`config.mk`:
```
export PLATFORM = sky130hd
export DESIGN_NAME = xing_light_ctrl
export DESIGN_NICKNAME = d
export VERILOG_FILES = /design/src/rtl/xing_pkg.sv /design/src/rtl/xing_req_latch.sv /design/src/rtl/xing_arm.sv /design/src/rtl/xing_hold_ctl.sv /design/src/rtl/xing_light_ctrl.sv
export SDC_FILE = /design/constraint.sdc
export NUM_CORES = 1
export LEC_CHECK = 0
export BUFFER_PORTS_ARGS = -buffer_cell sky130_fd_sc_hd__buf_4
export CAP_MARGIN = 15
export CORE_AREA = 2 2 39 41
export DETAILED_ROUTE_END_ITERATION = 6
export DIE_AREA = 0 0 41 43
export HOLD_SLACK_MARGIN = 0.05
export REMOVE_ABC_BUFFERS = 1
export SETUP_SLACK_MARGIN = 0.5
export SYNTH_ARGS = -nofsm -noshare
export SYNTH_HDL_FRONTEND = slang
export SYNTH_SLANG_ARGS = --single-unit
```
`constraint.sdc`:
```
create_clock -name clk -period 0.99 [get_ports clk]
set_clock_uncertainty 0.15 [all_clocks]
set_input_delay 0.198 -clock clk [delete_from_list [all_inputs] [get_ports clk]]
set_output_delay 0.198 -clock clk [all_outputs]
set_load 0.02 [all_outputs]
```
`src/rtl/xing_pkg.sv`:
```
package xing_pkg;
    localparam int NDIR  = 3;
    localparam int IDX_N = 0;
    localparam int IDX_S = 1;
    localparam int IDX_E = 2;

    typedef struct packed {
        logic [NDIR-1:0] req;
        logic [NDIR-1:0] go;
        logic            hold;
    } xing_state_t;
endpackage

```
`src/rtl/xing_req_latch.sv`:
```
module xing_req_latch (
    input  logic req_q,
    input  logic sense,
    input  logic clr,
    output logic req_d
);
    // clearing on stop wins over a sensor set in the same update
    always_comb begin
        req_d = req_q | sense;
        if (clr) req_d = 1'b0;
    end
endmodule

```
`src/rtl/xing_arm.sv`:
```
module xing_arm (
    input  logic req_q,
    input  logic go_q,
    input  logic sense,
    input  logic blocked,
    output logic start,
    output logic stop
);
    always_comb begin
        start = req_q & ~go_q & ~blocked;
        stop  = go_q & ~sense;
    end
endmodule

```
`src/rtl/xing_hold_ctl.sv`:
```
module xing_hold_ctl (
    input  logic hold_q,
    input  logic n_start,
    input  logic n_stop,
    input  logic s_start,
    input  logic s_stop,
    input  logic go_n_q,
    input  logic go_s_q,
    input  logic sense_s,
    output logic hold_d
);
    always_comb begin
        hold_d = hold_q;
        // north side: release also when south is dropping in the same update
        if (n_start)
            hold_d = 1'b1;
        else if (n_stop && (!go_s_q || !sense_s))
            hold_d = 1'b0;
        // south side overrides: never release under a live or starting north
        if (s_start)
            hold_d = 1'b1;
        else if (s_stop && !(go_n_q || n_start))
            hold_d = 1'b0;
    end
endmodule

```
`src/rtl/xing_light_ctrl.sv`:
```
module xing_light_ctrl
    import xing_pkg::*;
(
    input  logic clk,
    input  logic rst_n,
    input  logic sense_n,
    input  logic sense_s,
    input  logic sense_e,
    output logic go_n,
    output logic go_s,
    output logic go_e
);
    xing_state_t state_d, state_q;

    logic [NDIR-1:0] sense_v;
    logic [NDIR-1:0] start_w;
    logic [NDIR-1:0] stop_w;
    logic [NDIR-1:0] req_nx;
    logic            hold_nx;

    // views for the bound checker
    logic [NDIR-1:0] req_view;
    logic            hold_view;

    always_comb begin
        sense_v        = '0;
        sense_v[IDX_N] = sense_n;
        sense_v[IDX_S] = sense_s;
        sense_v[IDX_E] = sense_e;
    end

    for (genvar d = 0; d < NDIR; d++) begin : g_dir
        logic blk;
        if (d == IDX_E) begin : g_cross
            assign blk = state_q.hold;
        end else begin : g_pair
            assign blk = state_q.req[IDX_E];
        end

        xing_arm u_arm (
            .req_q   (state_q.req[d]),
            .go_q    (state_q.go[d]),
            .sense   (sense_v[d]),
            .blocked (blk),
            .start   (start_w[d]),
            .stop    (stop_w[d])
        );

        xing_req_latch u_req (
            .req_q (state_q.req[d]),
            .sense (sense_v[d]),
            .clr   (stop_w[d]),
            .req_d (req_nx[d])
        );
    end

    xing_hold_ctl u_hold (
        .hold_q  (state_q.hold),
        .n_start (start_w[IDX_N]),
        .n_stop  (stop_w[IDX_N]),
        .s_start (start_w[IDX_S]),
        .s_stop  (stop_w[IDX_S]),
        .go_n_q  (state_q.go[IDX_N]),
        .go_s_q  (state_q.go[IDX_S]),
        .sense_s (sense_s),
        .hold_d  (hold_nx)
    );

    always_comb begin
        state_d      = state_q;
        state_d.req  = req_nx;
        state_d.go   = (state_q.go | start_w) & ~stop_w;
        state_d.hold = hold_nx;
    end

    always_ff @(posedge clk) begin
        if (!rst_n) state_q <= '0;
        else        state_q <= state_d;
    end

    assign go_n      = state_q.go[IDX_N];
    assign go_s      = state_q.go[IDX_S];
    assign go_e      = state_q.go[IDX_E];
    assign req_view  = state_q.req;
    assign hold_view = state_q.hold;
endmodule

```
==> impl_metrics.ini <==
[clock_tree]
cts_inserted_buffers = 3
max-clock-path-buffers = 2
htree_levels = 1
clkLatencyLatePin_ns = 0.25
cts-root-buf = clkbuf_4
cts.sinks = 7
cts.clk_slew.worst_paths_ns = 0.05
tritoncts = done

[pwr]
combPwrFrac = 0.185
leakagePower_nw = 0.189
p_int_mw = 0.541
power.total_mw = 0.720
pwr-share-seq = 0.459
vdd_drop_max_mv = 0.694
p_sw_frac = 0.249
power_switching_mw = 0.179
power_frac_clock = 0.356
p_per_area_mw_per_mm2 = 1640

[floorplanning]
die_height_um = 43
initial_core_util = 0.204
die_w_um = 41
placementRows = 14
io_pins = 8
dieArea_mm2 = 0.00176
core_area_mm2 = 0.00138

[sta]
hold_slack_ns = 0.0266
hold_viol = 0
clock.fmax_mhz = 936
worst_pin_slew_ns = 0.142
setup_ws_ns = -0.0780
layout_worst_path_cycle_share = 1.08
setup_viol = 5
relSlewSlack = 0.905
post-route-min-period_ns = 1.07
rsz0062_at_grt = yes
tns_ns = -0.247
maxSlewViolCount = 0

[finish]
finalInstanceArea_um2 = 439
area_delta_synth_final_pct = 55.3
seqCellArea_um2 = 148
final_cell_mix = 5 x buf_6, 4 x buf_4
fillCellCount = 148
fin_cells = 57
drive_gt1_frac = 0.537
multi_input_comb_area_um2 = 151
final_nets = 47
final_common_cell = buf_6
num_antenna_cells = 0

[route]
vias_per_cell = 4.33
firstDrtPassIters = 3
drc = 0
ant_nets = 0
wl_um = 520
drtIter0Drc = 2
wl_per_cell_um = 9.12
vias = 247

[setup_path]
cp_max_fo = 4
crit_path_end_kind = output port
rrSetupSlack_ns = -0.04
crit_start = go_s
timing.rr.start = go_n
worst_path_max_delay_cell = dfxtp_4
cp.arrival_ns = 0.72
r2r_end = g_dir[2].blk
critPathTopFamily = flip-flops
rr_worst_depth = 4
critical_path.max_stage_delay_ns = 0.35
required_ns = 0.64
path_cells = buf_6
crit_cells = 1
cp-start-kind = flip-flop
path_class = flip-flop to output port
cp-endpoint = go_s
cp_num_buf_inv = 1

[min_path]
whs_path_depth = 2
hold_path_class = primary input to flip-flop

[global_routing]
grtUsageTotal = 0.0774
grt_overflow = 0
grt_max_degree = 9
grt_pass1_wl_um = 848
antenna_found_initial = 0
grt_pass1_vias = 217

[synthesis]
avgSynthCellArea_um2 = 10.1
ys_ff_latch = 7
synth.distinct_cells = 14
ys_warn_count = 0
seq_area_frac_synth = 0.496
synth_cells = 28
syn-cell-area_um2 = 283

[placed_design]
postPlaceCellArea_um2 = 355
port_buffers = 7
post-place-cells = 51
gp_congestion = 0.672

[outcome]
status = finished with violations
violations = negative setup slack

[flow_run]
cap_violations = 0
## logic make-up after synthesis
group | after synthesis | synth area share
and+or+nand+nor | 10 | 0.239
AOI/OAI and AO/OA | 9 | 0.239
DFF | 7 | 0.496
buffers and inverters | 2 | 0.0266
## cell usage after synthesis (all sizes together)
library cell	instances	area, um2
nor2	1	3.75
and2	2	12.5
nand2b	2	27.5
a22oi	1	7.51
o21ai	2	10.0
a21oi	1	8.76
o211a	1	10.0
o2bb2ai	1	8.76
nand2	3	11.3
nor2b	2	12.5
a21boi	2	15.0
o21a	1	7.51
inv	2	7.51
dfxtp	7	140
## layer usage
| metal | up-vias | routed length [um] | GRT usage |
|---|---|---|---|
| li1 | 121 | - | - |
| met1 | 116 | 223 | 0.0839 |
| met2 | 10 | 243 | 0.103 |
| met3 | 0 | 53 | 0.0785 |
| met4 | 0 | 0 | 0.0200 |
| met5 | - | 0 | 0 |
## registers in the layout, summed over array words and instances, names as in the netlist
signal,count
g_dir.blk,1
go_s,1
req_view,3
go_n,1
go_e,1
## area by class of cell
type / instances / share of cell area
clock buffers: 4 / 0.0598
multi-input cells: 19 / 0.345
inverters: 2 / 0.0171
well taps: 16 / 0.0456
flip-flops and latches: 7 / 0.336
repair buffers: 9 / 0.197
## worst register-to-register path, stage by stage, from the launching register on
cell	delay [ns]
dfxtp_2	0.32
buf_6	0.11
nand2b_4	0.14
a21oi_2	0.11
o2bb2ai_1	0.12
## power groups by stage
stage,sequential (mW),combinational (mW),clock [mW]
after floorplan,0.340,0.0534,0
after CTS,0.329,0.125,0.270
after global routing,0.335,0.145,0.292
after detailed placement,0.332,0.100,0
final,0.331,0.133,0.256
after global placement,0.333,0.100,0
## stage by stage
| step | utilization | setup WS [ns] |
|---|---|---|
| after floorplan | - | -0.0996 |
| after global placement | 0.257 | -0.00309 |
| after detailed placement | 0.257 | 0.00775 |
| after CTS | 0.306 | -0.0892 |
| after global routing | 0.317 | -0.116 |
| final | 0.317 | -0.0780 |
## worst min path at each step
stage                    to     from
3_3_place_gp    req_view[2]  sense_e
5_1_grt         req_view[2]  sense_e
2_1_floorplan  g_dir[2].blk    rst_n
6_report        req_view[2]  sense_e
3_5_place_dp    req_view[2]  sense_e
4_1_cts         req_view[2]  sense_e
## what timing repair did
| action | in CTS | in global routing |
|---|---|---|
| hold endpoints to repair | 1 | 2 |
| pin swaps | 7 | 1 |
| setup buffers | 2 | 0 |
| setup endpoints to repair | 10 | 10 |
| gates resized for setup | 10 | 4 |
Note: power is estimated with default switching activity, not from simulation.
